File: src/rtl/shf_pkg.sv
package shf_pkg;
  typedef enum logic [1:0] {
    SK_LSL = 2'b00,
    SK_LSR = 2'b01,
    SK_ASR = 2'b10,
    SK_ROR = 2'b11
  } shift_kind_e;
endpackage

File: src/rtl/shf_amt_decode.sv
module shf_amt_decode
  import shf_pkg::*;
#(
  parameter int W     = 32,
  parameter int IMM_W = 5,
  parameter int AMT_W = 8
) (
  input  shift_kind_e      kind,
  input  logic             use_reg,
  input  logic [IMM_W-1:0] imm,
  input  logic [AMT_W-1:0] reg_amt,
  output logic [AMT_W-1:0] amt,
  output logic             rrx
);
  localparam logic [AMT_W-1:0] FULL = AMT_W'(W);

  always_comb begin
    amt = '0;
    rrx = 1'b0;
    if (use_reg) begin
      amt = reg_amt;
    end else if (imm == '0) begin
      unique case (kind)
        SK_LSR, SK_ASR: amt = FULL;
        SK_ROR:         rrx = 1'b1;
        default:        amt = '0;
      endcase
    end else begin
      amt = AMT_W'(imm);
    end
  end
endmodule

File: src/rtl/shf_rotator.sv
module shf_rotator #(
  parameter int W  = 32,
  parameter int AW = $clog2(W)
) (
  input  logic [W-1:0]  din,
  input  logic [AW-1:0] k,
  output logic [W-1:0]  dout
);
  logic [W-1:0] stg [AW+1];

  assign stg[0] = din;

  for (genvar s = 0; s < AW; s++) begin : g_stage
    localparam int C = 1 << s;
    assign stg[s+1] = k[s] ? {stg[s][C-1:0], stg[s][W-1:C]} : stg[s];
  end

  assign dout = stg[AW];
endmodule

File: src/rtl/shf_core.sv
module shf_core
  import shf_pkg::*;
#(
  parameter int W     = 32,
  parameter int AMT_W = 8
) (
  input  logic [W-1:0]     value,
  input  shift_kind_e      kind,
  input  logic [AMT_W-1:0] amt,
  input  logic             rrx,
  input  logic             cin,
  output logic [W-1:0]     res,
  output logic             cout
);
  localparam int AW = $clog2(W);
  localparam logic [AMT_W-1:0] FULL = AMT_W'(W);

  logic [AW-1:0] r;
  logic [AW-1:0] r_neg;
  logic [AW-1:0] idx_r;
  logic [AW-1:0] k_rot;
  logic [W-1:0]  rot;
  logic [W-1:0]  lo_mask;
  logic [W-1:0]  hi_mask;
  logic          sign;

  assign r       = amt[AW-1:0];
  assign r_neg   = ~r + 1'b1;
  assign idx_r   = r - 1'b1;
  assign k_rot   = (kind == SK_LSL) ? r_neg : r;
  assign lo_mask = {W{1'b1}} >> r;
  assign hi_mask = {W{1'b1}} << r;
  assign sign    = value[W-1];

  shf_rotator #(.W(W), .AW(AW)) u_rot (
    .din  (value),
    .k    (k_rot),
    .dout (rot)
  );

  always_comb begin
    res  = value;
    cout = cin;
    if (rrx) begin
      res  = {cin, value[W-1:1]};
      cout = value[0];
    end else if (amt != '0) begin
      unique case (kind)
        SK_LSL: begin
          if (amt > FULL) begin
            res = '0; cout = 1'b0;
          end else if (amt == FULL) begin
            res = '0; cout = value[0];
          end else begin
            res = rot & hi_mask; cout = value[r_neg];
          end
        end
        SK_LSR: begin
          if (amt > FULL) begin
            res = '0; cout = 1'b0;
          end else if (amt == FULL) begin
            res = '0; cout = sign;
          end else begin
            res = rot & lo_mask; cout = value[idx_r];
          end
        end
        SK_ASR: begin
          if (amt >= FULL) begin
            res = {W{sign}}; cout = sign;
          end else begin
            res  = (rot & lo_mask) | (~lo_mask & {W{sign}});
            cout = value[idx_r];
          end
        end
        default: begin
          res  = rot;
          cout = value[idx_r];
        end
      endcase
    end
  end
endmodule

File: src/rtl/shf_out_stage.sv
module shf_out_stage #(
  parameter int W = 32
) (
  input  logic         clk,
  input  logic         rst_n,
  input  logic         en,
  input  logic [W-1:0] d_res,
  input  logic         d_c,
  output logic [W-1:0] q_res,
  output logic         q_c
);
  logic [W-1:0] nxt_res;
  logic         nxt_c;

  always_comb begin
    nxt_res = q_res;
    nxt_c   = q_c;
    if (en) begin
      nxt_res = d_res;
      nxt_c   = d_c;
    end
  end

  always_ff @(posedge clk or negedge rst_n) begin
    if (!rst_n) begin
      q_res <= '0;
      q_c   <= 1'b0;
    end else begin
      q_res <= nxt_res;
      q_c   <= nxt_c;
    end
  end
endmodule

File: src/rtl/operand_shifter.sv
module operand_shifter
  import shf_pkg::*;
#(
  parameter int W       = 32,
  parameter int IMM_W   = 5,
  parameter int AMT_W   = 8,
  parameter bit REG_OUT = 1'b1
) (
  input  logic             clk,
  input  logic             rst_n,
  input  logic             en_i,
  input  logic [W-1:0]     opnd_i,
  input  logic [1:0]       kind_i,
  input  logic             amt_sel_i,
  input  logic [IMM_W-1:0] amt_imm_i,
  input  logic [AMT_W-1:0] amt_reg_i,
  input  logic             carry_i,
  output logic [W-1:0]     result_o,
  output logic             carry_o
);
  localparam logic [AMT_W-1:0] FULL = AMT_W'(W);

  shift_kind_e      kind;
  logic [AMT_W-1:0] dec_amt;
  logic             dec_rrx;
  logic [W-1:0]     sh_res;
  logic             sh_c;

  assign kind = shift_kind_e'(kind_i);

  shf_amt_decode #(.W(W), .IMM_W(IMM_W), .AMT_W(AMT_W)) u_dec (
    .kind    (kind),
    .use_reg (amt_sel_i),
    .imm     (amt_imm_i),
    .reg_amt (amt_reg_i),
    .amt     (dec_amt),
    .rrx     (dec_rrx)
  );

  shf_core #(.W(W), .AMT_W(AMT_W)) u_core (
    .value (opnd_i),
    .kind  (kind),
    .amt   (dec_amt),
    .rrx   (dec_rrx),
    .cin   (carry_i),
    .res   (sh_res),
    .cout  (sh_c)
  );

  if (REG_OUT) begin : g_reg
    shf_out_stage #(.W(W)) u_out (
      .clk   (clk),
      .rst_n (rst_n),
      .en    (en_i),
      .d_res (sh_res),
      .d_c   (sh_c),
      .q_res (result_o),
      .q_c   (carry_o)
    );

    // disabled stage keeps its contents
    assert_hold_R10: assert property (@(posedge clk) disable iff (!rst_n)
      !en_i |=> ($stable(result_o) && $stable(carry_o)));

    // zero effective amount passes word and carry through
    assert_zero_pass_R5: assert property (@(posedge clk) disable iff (!rst_n)
      (en_i && !dec_rrx && dec_amt == '0) |=>
        (result_o == $past(opnd_i) && carry_o == $past(carry_i)));

    // RRX arrangement
    assert_rrx_R3: assert property (@(posedge clk) disable iff (!rst_n)
      (en_i && dec_rrx) |=>
        (result_o == {$past(carry_i), $past(opnd_i[W-1:1])} &&
         carry_o == $past(opnd_i[0])));

    // arithmetic saturation
    assert_asr_fill_R8: assert property (@(posedge clk) disable iff (!rst_n)
      (en_i && kind == SK_ASR && dec_amt >= FULL) |=>
        (result_o == {W{$past(opnd_i[W-1])}} && carry_o == $past(opnd_i[W-1])));

    // logical shifts past the word width clear everything
    assert_big_zero_R7: assert property (@(posedge clk) disable iff (!rst_n)
      (en_i && (kind == SK_LSL || kind == SK_LSR) && dec_amt > FULL) |=>
        (result_o == '0 && !carry_o));
  end else begin : g_comb
    assign result_o = sh_res;
    assign carry_o  = sh_c;
  end
endmodule

File: config.mk
export PLATFORM = sky130hd
export DESIGN_NAME = operand_shifter
export DESIGN_NICKNAME = d
export VERILOG_FILES = /design/src/rtl/shf_pkg.sv /design/src/rtl/shf_amt_decode.sv /design/src/rtl/shf_rotator.sv /design/src/rtl/shf_core.sv /design/src/rtl/shf_out_stage.sv /design/src/rtl/operand_shifter.sv
export SDC_FILE = /design/constraint.sdc
export NUM_CORES = 1
export LEC_CHECK = 0
export ABC_AREA = 1
export BUFFER_PORTS_ARGS = -buffer_cell sky130_fd_sc_hd__buf_4
export CAP_MARGIN = 30
export CORE_MARGIN = 1
export CORE_UTILIZATION = 30
export CTS_BUF_LIST = sky130_fd_sc_hd__clkbuf_4 sky130_fd_sc_hd__clkbuf_8 sky130_fd_sc_hd__clkbuf_16
export DETAILED_ROUTE_END_ITERATION = 12
export GPL_TIMING_DRIVEN = 0
export SLEW_MARGIN = 20
export SYNTH_ARGS = -nofsm -noshare
export SYNTH_HDL_FRONTEND = slang
export SYNTH_HIERARCHICAL = 1
export SYNTH_SLANG_ARGS = --single-unit
File: constraint.sdc
create_clock -name clk -period 0.8 [get_ports clk]
set_input_delay 0.12 -clock clk [delete_from_list [all_inputs] [get_ports clk]]
set_output_delay 0.12 -clock clk [all_outputs]
set_load 0.02 [all_outputs]
# Word level (Yosys, flattened, before mapping)
# Index checks and enable logic that the tools add are counted.
[word_totals] regBits=33 inputBits=52
[classes] add_sub_neg=2 n_lt_le_gt_ge=4 n_eq_ne=4 shift=2 mux=32 bitwise_logic=6 reduce_logical=4
[ops] op="$mux W32" count=12
[ops] op="$and A32 B32 Y32" count=3
[ops] op="$pmux W32 S3" count=1
[ops] op="$not A32 Y32" count=1
[ops] op="$or A32 B32 Y32" count=1
[ops] op="$shl A32 B5 Y32 const A" count=1
[ops] op="$shr A32 B5 Y32 const A" count=1
[ops] op="$lt A5 B6 Y1 const B" count=2
[ops] op="$mux W1" count=12
[ops] op="$mux W6" count=2
[ops] op="$bmux W1 S5" count=2
[ops] op="$eq A8 B6 Y1 const B" count=1
[ops] op="$ge A8 B6 Y1 const B" count=1
[ops] op="$gt A8 B6 Y1 const B" count=1
[ops] op="$mux W8" count=1
[ops] op="$reduce_bool A8 Y1" count=1
[ops] op="$add A5 B1 Y5 const B" count=1
[ops] op="$logic_not A5 Y1" count=1
[ops] op="$mux W5" count=1
[ops] op="$not A5 Y5" count=1
[ops] op="$sub A5 B1 Y5 const B" count=1
[ops] op="$eq A2 B2 Y1 const B" count=2
[ops] op="$pmux W1 S3" count=1
[ops] op="$eq A2 B1 Y1 const B" count=1
[ops] op="other kinds (2)" count=2

# Logic depth before layout (Yosys ltp)
# Gate-level depths: netlist (run 1).
[depth] depth_word=19 ltp_mapped=25 ltp_nobuf=20

# Cells and area by module
# Netlist (run 1), hierarchy kept.
[modules_own_cells] mod="shf_core" n_inst=1 cells_each=504 area_each_um2=2625.0 seq_area_each_um2=0.0
[modules_own_cells] mod="shf_rotator" n_inst=1 cells_each=392 area_each_um2=1974.4 seq_area_each_um2=0.0
[modules_own_cells] mod="shf_out_stage" n_inst=1 cells_each=140 area_each_um2=1305.0 seq_area_each_um2=825.8
[modules_own_cells] mod="shf_amt_decode" n_inst=1 cells_each=32 area_each_um2=153.9 seq_area_each_um2=0.0

# Worst setup path before layout (run 1)
# Ideal clock, no wire load.
[synth_timing] path_kind="input -> register" from="input amt_sel_i" to="register g_reg.u_out.q_res[5]" t_arrival_ps=3011 required_time_ps=683 setup_slack_ps=-2328 cell_stages=25 path_buffers=6 cell_sequence="buf_6 -> nand2_1 -> nand2_1 -> buf_4 -> inv_2 -> buf_2 -> ha_1 -> inv_1 -> ha_1 -> buf_2 -> clkinv_1 -> o21ai_0 -> buf_2 -> inv_1 -> buf_2 -> nand3_1 -> nand3_1 -> nand3_1 -> nand2_1 -> mux2i_1 -> o21ai_0 -> o21ai_0 -> o21ai_0 -> nand2_1 -> nand2_1"
[synth_lines] item="start, declared" line="operand_shifter.sv:14" source="input logic amt_sel_i,"
[synth_lines] item="$mux W8 *" line="shf_amt_decode.sv:20" source="if (use_reg) begin"
[synth_lines] item="net dec_amt[0]" line="operand_shifter.sv:24" source="logic [AMT_W-1:0] dec_amt;"
[synth_lines] item="$not A5 Y5 *" line="shf_core.sv:28" source="assign r_neg = ~r + 1'b1;"
[synth_lines] item="$add A5 B1 Y5 *" line="shf_core.sv:28"
[synth_lines] item="$mux W5 *" line="shf_core.sv:30" source="assign k_rot = (kind == SK_LSL) ? r_neg : r;"
[synth_lines] item="net u_core.k_rot[2]" line="shf_core.sv:21" source="logic [AW-1:0] k_rot;"
[synth_lines] item="$mux W32 * (3 in series)" line="shf_rotator.sv:15" source="assign stg[s+1] = k[s] ? {stg[s][C-1:0], stg[s][W-1:C]} : stg[s];"
[synth_lines] item="net u_core.rot[5]" line="shf_core.sv:22" source="logic [W-1:0] rot;"
[synth_lines] item="$and A32 B32 Y32 (on tied branches)" line="shf_core.sv:64, shf_core.sv:71, shf_core.sv:55"
[synth_lines] item="$or A32 B32 Y32 (tied with other cells)" line="shf_core.sv:71" source="res = (rot & lo_mask) | (~lo_mask & {W{sign}});"
[synth_lines] item="$mux W32 (on tied branches)" line="shf_core.sv:68, shf_core.sv:50, shf_core.sv:59"
[synth_lines] item="$pmux W32 S3 *" line="shf_core.sv:48" source="unique case (kind)"
[synth_lines] item="$mux W32 *" line="shf_core.sv:47" source="end else if (amt != '0) begin"
[synth_lines] item="$mux W32 *" line="shf_core.sv:44" source="if (rrx) begin"
[synth_lines] item="net sh_res[5]" line="operand_shifter.sv:26" source="logic [W-1:0] sh_res;"
[synth_lines] item="end signal, assigned" line="shf_out_stage.sv:29" source="q_res <= nxt_res;"
[synth_lines] item="end, declared" line="shf_out_stage.sv:9" source="output logic [W-1:0] q_res,"
# Mark *: on every way through the listed nets, which the timed path passes. The rest lies on a longest branch.
# A chain may end at the register's enable or synchronous reset.

# Worst setup path in the final report (run 1)
[layout_timing] from="input amt_sel_i" to="register g_reg.u_out.q_res[23]"
# The elaborated chain is that of the path after synthesis.

==> results of run 1 <==
==> synth_stat cells, types with 2 or more instances <==
cell and instances:
nand3_1 325, nand2_1 315, nand2_2 45, o21ai_0 38, inv_1 35, dfrtp_1 33
a21oi_1 31, buf_2 30, nor2_1 28, o211ai_1 28, o21ai_1 25, clkbuf_1 17
buf_4 15, buf_6 14, inv_2 14, o22ai_1 10, nor2_2 9, ha_1 6
nor2_4 4, o211ai_2 4, a31oi_1 3, nand4_1 3, o221ai_1 3, xor2_1 3
buf_12 2, buf_8 2, inv_8 2, mux2i_1 2, nand3_2 2, nand3_4 2
nor3_1 2, nor4_1 2
==> power by group <==
part	switching (uW)	internal [uW]	total [uW]
combinational	6390	4240	10600
sequential	229	1990	2220
clock	629	1170	1800
==> layout make-up <==
cell class	count	share of cell area, %
Timing Repair Buffer	139	13.4
Clock inverter	2	0.107
Clock buffer	6	1.41
Tap cell	265	3.53
Buffer	79	8.58
Sequential cell	33	8.80
Inverter	53	2.75
Multi-Input combinational cell	901	61.4
==> metrics by stage <==
step                std cells  utilization [%]
global route             1478             47.8
finish                   1478             47.8
CTS                      1468             45.7
global placement         1416             39.4
floorplan                1068                -
detailed placement       1416             39.4
==> logic make-up (layout without fill, tap and decap cells) <==
group	Yosys count	in the layout
AO/OA/AOI/OAI	148	148
multiplexers	2	2
AND/OR/NAND/NOR	742	742
flip-flops	33	33
buffers and inverters	134	279
XOR/XNOR	3	3
adder cells (fa/ha/maj)	6	6
==> metal layers <==
metal	part of all wire [%]	global-route usage (%)	vias up
met2	43	48.2	571
met5	0	0	-
met1	40	41.6	4074
met3	11	8.15	113
li1	-	-	3960
met4	5.9	18.0	0
==> worst paths after layout <==
| path | slack [ps] | cells after the start | to | start |
|---|---|---|---|---|
| max | -1940 | 25 | g_reg.u_out/q_res[23] | amt_sel_i |
| min | 110 | 3 | g_reg.u_out/q_res[29] | en_i |
| max reg2reg | -60 | 4 | g_reg.u_out/q_res[22] | g_reg.u_out/q_res[22] |
| min reg2reg | 500 | 2 | g_reg.u_out/q_res[31] | g_reg.u_out/q_res[31] |
| max in group asynchronous | 160 | 2 | g_reg.u_out/q_res[3] | rst_n |
| min in group asynchronous | 330 | 2 | g_reg.u_out/q_res[12] | rst_n |
==> worst max-delay path, stage by stage <==
cell	delay, ps
buf_8	100
buf_12	120
nand2_4	60
nand2_4	60
buf_6	130
inv_8	40
buf_8	100
ha_4	130
inv_2	40
ha_4	300
clkinv_8	60
o21ai_4	170
buf_12	190
clkbuf_16	170
nand3_4	100
nand3_4	110
buf_6	100
nand3_2	50
nand2_2	100
o21ai_2	70
a31oi_1	180
o22ai_1	110
o21ai_1	160
nand2_1	90
nand2_1	60
==> registers in the layout, indices dropped and copies added, names as in the netlist <==
register,cells
g_reg.u_out/q_res,32
g_reg.u_out/q_c,1
==> what timing repair did <==
item / 4_1_cts / 5_1_grt
endpoints found under the hold margin: 33 / 0
gates cloned: 2 / 3
hold buffers: 1 / 0
buffers inserted: 43 / 7
resized for setup: 171 / 64
setup endpoints to repair: 66 / 66
pin swaps: 68 / 23
==> flow_metrics.env, run 1 <==
export IMPL_max_slew_margin_pct=56.7
export IMPL_ios=85
export IMPL_vias=8718
export IMPL_yosysSeqAreaShare_pct=13.6
export IMPL_ys_warn_count=6
export IMPL_dr_pass1_iters=5
export IMPL_power_uw=14700
export IMPL_post_drt_via_cell_ratio=5.90
export IMPL_peakVddDrop_uv=698
export IMPL_worstMarginPinSlew_ps=643
export IMPL_drive_gt1_share_pct=44.0
export IMPL_final_max_slew_viol_count=0
export IMPL_diodes=0
export IMPL_critical_path_class="in -> reg"
export IMPL_clk_pin_slew_ps=50
export IMPL_avgSynthCellArea_sq_um=5.67
export IMPL_synth_xor_area_share_pct=0.434
export IMPL_grt_max_degree=34
export IMPL_grt_pass1_wl_um=49000
export IMPL_synthToLayoutAreaGrowth_pct=54.9
export IMPL_drc=0
export IMPL_overflow=0
export IMPL_cp_max_fo=9
export IMPL_avgRoutedWirePerCell_um=22.9
export IMPL_ys_flop_type="dfrtp_1"
export IMPL_dp_slack_ps=-2670
export IMPL_ant_nets=0
export IMPL_syn_area_sq_um=6060
export IMPL_postLayoutSetupSlackWorst_ps=-1940
export IMPL_cap_violations=0
export IMPL_fmax_mhz=365
export IMPL_synth_async_reset_ratio_pct=100
export IMPL_yosysUniqueCellTypes=46
export IMPL_start_util_pct=30.8
export IMPL_rows=51
export IMPL_hold_violations=0
export IMPL_start_kind="input pin"
export IMPL_dieHeight_um=144
export IMPL_syn_inst=1068
export IMPL_cp_end_kind="register"
export IMPL_finalCritPeriodShare_pct=342
export IMPL_synth_compound_area_share_pct=14.7
export IMPL_hold_class="in -> reg"
export IMPL_regArea_sq_um=826
export IMPL_h_tree_depth=2
export IMPL_antenna_found_initial=0
export IMPL_dieArea_sq_um=20800
export IMPL_numPortBuffers=83
export IMPL_synthMuxAreaShare_pct=0.330
export IMPL_rsz0062_at_grt="yes"
export IMPL_post_synth_and_or_nand_nor_area_fraction_pct=56.9
export IMPL_ys_seq_elements=33
export IMPL_p_leak_uw=0.00443
export IMPL_synth_nets=1126
export IMPL_wl_um=33900
export IMPL_layout_commonest_cell="nand2_1"
export IMPL_fin_skew_ps=0
export IMPL_pwr_density_cell_nw_per_um2=1560
export IMPL_globalplace_congestion=1.02
export IMPL_root_buffer="clkbuf_16"
export IMPL_post_route_min_period_ps=2740
export IMPL_cts_sinks=33
export IMPL_worstPathArrival_ps=2940
export IMPL_drtIter0Drc=1152
export IMPL_fin_area_sq_um=9390
export IMPL_synth_adder_area_share_pct=1.24
export IMPL_synth_edf_count=0
export IMPL_die_w_um=144
export IMPL_grt_usage_pct=32.1
export IMPL_tns_ps=-63820
export IMPL_cts_tree="built"
export IMPL_setup_violations=66
export IMPL_dpl_hpwl_um=24400
export IMPL_placed_cell_area_sq_um=7750
export IMPL_synth_top_family_by_area="simple AND/OR/NAND/NOR gates"
export IMPL_core_sq_um=19700
export IMPL_hold_slack_ps=111
export IMPL_failed_checks="negative setup slack"
export IMPL_multi_input_area_sq_um=5770
export IMPL_synthTopCellsByArea="nand3_1 27%, nand2_1 20%, dfrtp_1 14%, nand2_2 4.6%, o211ai_1 3.5%"
export IMPL_most_common_layout_cells="282 x nand2_1, 162 x nand3_1, 136 x nand3_2, 111 x buf_4, 74 x nand2_2"
export IMPL_nets=1270
export IMPL_grt_pass1_vias=7959
export IMPL_fillers=2073
export IMPL_synth_top_area_share_pct=26.8
export IMPL_crit_required_ps=1010
export IMPL_numCtsBuffers=5
export IMPL_clk_path_buf_depth=2
export IMPL_outcome="finished, violations left"
export IMPL_clk_latency_ps=270
export IMPL_yosysTopAreaCell="nand3_1"
No activity file was read; power rests on OpenSTA's default activity.
==> run 2: changes to the inputs <==
PLACE_DENSITY = 0.48   (was not set)
==> run 2 against run 1 <==
  * Routed wire length increased by 8.9%
  * Critical endpoint is now g_reg.u_out/q_res[3]
  * Largest cell class unchanged
  * Clock power increased by 3%
  * Clock skew unchanged
  * The run still ends with negative setup slack left
  * Die area unchanged
  * Flip-flop and latch count unchanged
  * Critical path depth unchanged
  * Largest power group unchanged
==> flow_metrics.env, run 2 (synthesized netlist as in run 1, its figures left out) <==
export IMPL_post_drt_via_cell_ratio=5.95
export IMPL_vias=8786
export IMPL_largest_register="g_reg.u_out/q_res"
export IMPL_grt_max_degree=34
export IMPL_postLayoutSetupSlackWorst_ps=-1920
export IMPL_grt_usage_pct=34.8
export IMPL_globalplace_congestion=0.993
export IMPL_cts_tree="built"
export IMPL_synthToLayoutAreaGrowth_pct=72.6
export IMPL_overflow=0
export IMPL_core_sq_um=19700
export IMPL_cpPeakStageDelay_ps=270
export IMPL_failed_checks="negative setup slack"
export IMPL_hold_violations=0
export IMPL_ios=85
export IMPL_drc=0
export IMPL_largest_reg_flops=32
export IMPL_grt_pass1_vias=8024
export IMPL_critical_path_class="in -> reg"
export IMPL_p_leak_uw=0.00469
export IMPL_final_max_slew_viol_count=0
export IMPL_power_frac_comb_pct=74.8
export IMPL_crit_required_ps=970
export IMPL_max_slew_margin_pct=48.4
export IMPL_peakVddDrop_uv=927
export IMPL_layout_commonest_cell="nand2_1"
export IMPL_ant_nets=0
export IMPL_internal_power_uw=7970
export IMPL_critPathMostFrequentCell="nand3_2"
export IMPL_finalCritPeriodShare_pct=340
export IMPL_dieHeight_um=144
export IMPL_clk_latency_ps=280
export IMPL_fmax_mhz=367
export IMPL_hold_slack_ps=98.4
export IMPL_start_util_pct=30.8
export IMPL_fin_skew_ps=0
export IMPL_clk_pin_slew_ps=60
export IMPL_placed_cell_area_sq_um=7750
export IMPL_dieArea_sq_um=20800
export IMPL_h_tree_depth=2
export IMPL_worstPathArrival_ps=2900
export IMPL_cap_violations=0
export IMPL_start_kind="input pin"
export IMPL_rows=51
export IMPL_dr_pass1_iters=5
export IMPL_drive_gt1_share_pct=48.9
export IMPL_die_w_um=144
export IMPL_numPortBuffers=83
export IMPL_root_buffer="clkbuf_16"
export IMPL_fin_area_sq_um=10500
export IMPL_worstPathBufferInverterCount=9
export IMPL_clkPwrFrac_pct=11.5
export IMPL_rsz0062_at_grt="yes"
export IMPL_avgRoutedWirePerCell_um=25.0
export IMPL_outcome="finished, violations left"
export IMPL_clk_path_buf_depth=2
export IMPL_drtIter0Drc=958
export IMPL_wl_um=36900
export IMPL_antenna_found_initial=0
export IMPL_p_switching_uw=8200
export IMPL_pwr_density_cell_nw_per_um2=1550
export IMPL_cts_sinks=33
export IMPL_setup_violations=66
export IMPL_cp_top_family="buffers and inverters"
export IMPL_p_seq_share_pct=13.7
export IMPL_cp_max_fo=10
export IMPL_numCtsBuffers=5
export IMPL_grt_pass1_wl_um=52100
export IMPL_hold_class="in -> reg"
export IMPL_dpl_hpwl_um=25600
export IMPL_diodes=0
export IMPL_nets=1268
export IMPL_worstMarginPinSlew_ps=773
export IMPL_power_switching_share_pct=50.7
export IMPL_post_route_min_period_ps=2720
export IMPL_most_common_layout_cells="281 x nand2_1, 127 x nand3_2, 101 x buf_4, 101 x nand3_4, 101 x nand3_1"
export IMPL_largest_registers="g_reg.u_out/q_res (32), g_reg.u_out/q_c (1)"
export IMPL_cp_end_kind="register"
export IMPL_slowest_stage="ha_4"
[run 2: changes by cell type in the layout (fill, tap and decap cells not counted), moves of 3 or more]
| cell | delta |
|---|---|
| buf_12 | +9 |
| o21ai_1 | +3 |
| o21ai_2 | -3 |
| clkbuf_4 | -3 |
| nand2_2 | -6 |
| nand3_4 | +70 |
| nand3_2 | -9 |
| nand3_1 | -61 |
| buf_4 | -10 |
| nand2_4 | +7 |
[run 2: layer usage]
metal | global-route usage [%] | up-vias | routed length, um
met1 | 46.4 | 4175 | 15200
met2 | 53.0 | 526 | 16000
li1 | - | 3964 | -
met4 | 17.2 | 0 | 2070
met5 | 0 | - | 0
met3 | 7.15 | 121 | 3620
[run 2: tightest hold or removal path: stages]
cell	delay (ps)
buf_6	110
nand2_1	50
nand2_1	50
[run 2: path summary, 6_finish.rpt]
check	cells past startpoint	startpoint	endpoint	slack (ps)
setup / recovery	25	amt_sel_i	g_reg.u_out/q_res[3]	-1920
hold / removal	3	en_i	g_reg.u_out/q_c	100
setup reg to reg	4	g_reg.u_out/q_res[26]	g_reg.u_out/q_res[26]	-60
hold reg to reg	2	g_reg.u_out/q_res[31]	g_reg.u_out/q_res[31]	490
max in group asynchronous	2	rst_n	g_reg.u_out/q_res[25]	140
min in group asynchronous	2	rst_n	g_reg.u_out/q_res[16]	350
[run 2: cell type report]
cell class                 count  area (sq um)
buffer                        79           867
clock inverter                 3          17.5
sequential                    33           826
tap                          265           332
inverter                      53           268
timing repair buffer         137          1380
clock buffer                   5           125
multi-input combinational    901          6650
fill                        1977          9200
[run 2: power by group through the flow]
stage	registers, uW	clock network, uW	logic (uW)
6_report	2210	1860	12100
5_1_grt	2250	2000	12700
4_1_cts	2210	1950	10800
3_5_place_dp	2200	0	8320
3_3_place_gp	2200	0	8390
2_1_floorplan	2590	0	5050
[run 2: what timing repair did]
item,CTS,global route
gates resized for setup,306,94
endpoints found under the setup margin,66,66
endpoints found under the hold margin,33,0
buffers inserted,38,10
gates cloned,4,4
hold buffers,1,0
pin swaps,105,78
[run 2: metrics by stage]
stage,util [%],worst slack (ps),power [uW],cells,setup TNS (ps)
after floorplan,-,-1790,7640,1068,-56510
after global placement,39.4,-2940,10600,1416,-88100
after detailed placement,39.4,-2840,10500,1416,-86510
after CTS,49.8,-1850,14900,1465,-62130
after global routing,53.2,-1980,16900,1476,-67420
final,53.2,-1920,16200,1476,-63570
==> run 3: changes to the inputs <==
BUFFER_PORTS_ARGS = not set   (was -buffer_cell sky130_fd_sc_hd__buf_4)
CORE_MARGIN = 2   (was 1)
DONT_BUFFER_PORTS = 1   (was not set)
PLACE_DENSITY = 0.45   (was 0.48)
==> run 3 against run 2 <==
  * The run ends with negative hold slack, negative setup slack left
  * Register-to-register slack gained 160 ps
  * Combinational power shrank 25%
  * Routed wire length shrank 3.1%
  * Maximum frequency grew 5.4%
  * Count of clock-buffer cells in the layout grew 1
  * Critical path type unchanged
  * Largest cell class unchanged
==> flow_metrics.env, run 3 (synthesized netlist as in run 1, its figures left out) <==
export IMPL_slowest_stage="ha_4"
export IMPL_final_max_slew_viol_count=0
export IMPL_finalCritPeriodShare_pct=323
export IMPL_rows=51
export IMPL_ant_nets=0
export IMPL_core_sq_um=19700
export IMPL_clk_path_buf_depth=2
export IMPL_hold_slack_ps=-467
export IMPL_cp_end_kind="register"
export IMPL_cp_top_family="buffers and inverters"
export IMPL_hold_violations=33
export IMPL_cp_cell_sequence="buf_12, nand2_4, nand2_4, buf_6, inv_8, buf_8, ha_4, buf_8, nand2_4, o21ai_4, buf_8, inv_12, buf_12, buf_16, nand3_4, nand3_2, nand3_2, nand3_1, nand2_1, o21bai_1, a21oi_1, o22ai_1, nand2_1, nand2_1"
export IMPL_grt_max_degree=34
export IMPL_largest_reg_flops=32
export IMPL_clk_latency_ps=280
export IMPL_nets=1153
export IMPL_dieArea_sq_um=21300
export IMPL_start_util_pct=30.8
export IMPL_clk_pin_slew_ps=50
export IMPL_start_kind="input pin"
export IMPL_drive_gt1_share_pct=44.5
export IMPL_worstPathArrival_ps=2750
export IMPL_grt_pass1_wl_um=53000
export IMPL_setup_violations=66
export IMPL_worstMarginPinSlew_ps=856
export IMPL_antenna_found_initial=0
export IMPL_grt_usage_pct=33.0
export IMPL_cap_violations=0
export IMPL_postLayoutSetupSlackWorst_ps=-1780
export IMPL_cts_tree="built"
export IMPL_fmax_mhz=387
export IMPL_dieHeight_um=146
export IMPL_largest_registers="g_reg.u_out/q_res (32), g_reg.u_out/q_c (1)"
export IMPL_most_common_layout_cells="282 x nand2_1, 156 x nand3_2, 121 x nand3_1, 70 x nand2_2, 52 x nand3_4"
export IMPL_p_leak_uw=0.00390
export IMPL_failed_checks="negative hold slack, negative setup slack"
export IMPL_h_tree_depth=2
export IMPL_rsz0062_at_grt="yes"
export IMPL_final_core_util_pct=45.1
export IMPL_drtIter0Drc=960
export IMPL_fillers=2121
export IMPL_regArea_sq_um=867
export IMPL_post_route_min_period_ps=2580
export IMPL_peakVddDrop_uv=691
export IMPL_numPortBuffers=0
export IMPL_max_slew_margin_pct=42.9
export IMPL_root_buffer="clkbuf_16"
export IMPL_avgRoutedWirePerCell_um=26.3
export IMPL_largest_register="g_reg.u_out/q_res"
export IMPL_drc=0
export IMPL_worstPathBufferInverterCount=9
export IMPL_hold_class="in -> async"
export IMPL_layout_commonest_cell="nand2_1"
export IMPL_globalplace_congestion=0.977
export IMPL_grt_pass1_vias=7960
export IMPL_die_w_um=146
export IMPL_cts_sinks=33
export IMPL_cpPeakStageDelay_ps=250
export IMPL_outcome="finished, violations left"
export IMPL_diodes=0
export IMPL_dr_pass1_iters=6
export IMPL_vias=8257
export IMPL_overflow=0
export IMPL_crit_required_ps=970
export IMPL_dpl_hpwl_um=26100
export IMPL_wl_um=35800
export IMPL_fin_skew_ps=0
export IMPL_cp_max_fo=7
export IMPL_power_uw=13600
export IMPL_post_drt_via_cell_ratio=6.07
export IMPL_critical_path_class="in -> reg"
export IMPL_pwr_density_cell_nw_per_um2=1540
export IMPL_multi_input_area_sq_um=6140
export IMPL_ios=85
export IMPL_numCtsBuffers=5
export IMPL_synthToLayoutAreaGrowth_pct=46.2
## run 3: changes by cell type in the layout (fill, tap and decap cells not counted), moves of 5 or more
cell,change
nand3_1,+20
nand3_2,+29
buf_12,-5
buf_4,-74
buf_6,-35
dfrtp_2,+33
clkbuf_4,+5
dfrtp_1,-33
nand3_4,-49
## run 3: what timing repair did
item                                   in CTS  in global routing
endpoints found under the hold margin      33                 33
gates cloned                                4                  0
gates resized for setup                   242                 79
setup endpoints to repair                  66                 66
pin swaps                                  80                 61
setup buffers                              17                  2
## run 3: cell type report
type | instances | share of cell area, %
clock buffer | 6 | 1.50
multi-input combinational | 901 | 69.3
sequential | 33 | 9.79
buffer | 79 | 9.69
timing repair buffer | 22 | 2.85
clock inverter | 2 | 0.113
tap | 265 | 3.74
inverter | 53 | 2.97
## run 3: final timing paths
check	startpoint	to	slack, ps	cells after the start
worst max-delay path	amt_sel_i	g_reg.u_out/q_res[1]	-1780	24
worst min-delay path	rst_n	g_reg.u_out/q_res[13]	-470	0
worst max register to register	g_reg.u_out/q_res[7]	g_reg.u_out/q_res[7]	100	2
worst min register to register	g_reg.u_out/q_res[18]	g_reg.u_out/q_res[18]	560	2
max in group asynchronous	rst_n	g_reg.u_out/q_res[4]	1170	0
min in group clk	opnd_i[7]	g_reg.u_out/q_res[6]	50	4
## run 3: metal layers
metal | wire length [um] | vias to the layer above | part of all wire [%] | global-route usage, %
li1 | - | 3730 | - | -
met1 | 15100 | 3982 | 42 | 44.6
met2 | 15100 | 442 | 42 | 48.8
met3 | 3770 | 103 | 11 | 9.84
met4 | 1800 | 0 | 5.0 | 13.8
met5 | 0 | - | 0 | 0
## run 3: where the power goes
part	internal, uW	switching [uW]
Sequential	2050	633
Clock	1180	701
Combinational	3390	5650
Total	6620	6980
## run 3: through the flow
step	std cells	TNS [ps]	setup slack, ps	instance area, sq um	hold WS (ps)
final	1361	-57770	-1780	8860	-467
after global routing	1361	-61430	-1870	8860	-477
after CTS	1360	-57110	-1750	8500	-475
after detailed placement	1333	-81950	-2670	7120	-175
after global placement	1333	-82130	-2660	7120	-175
after floorplan	1068	-56510	-1790	6790	-176
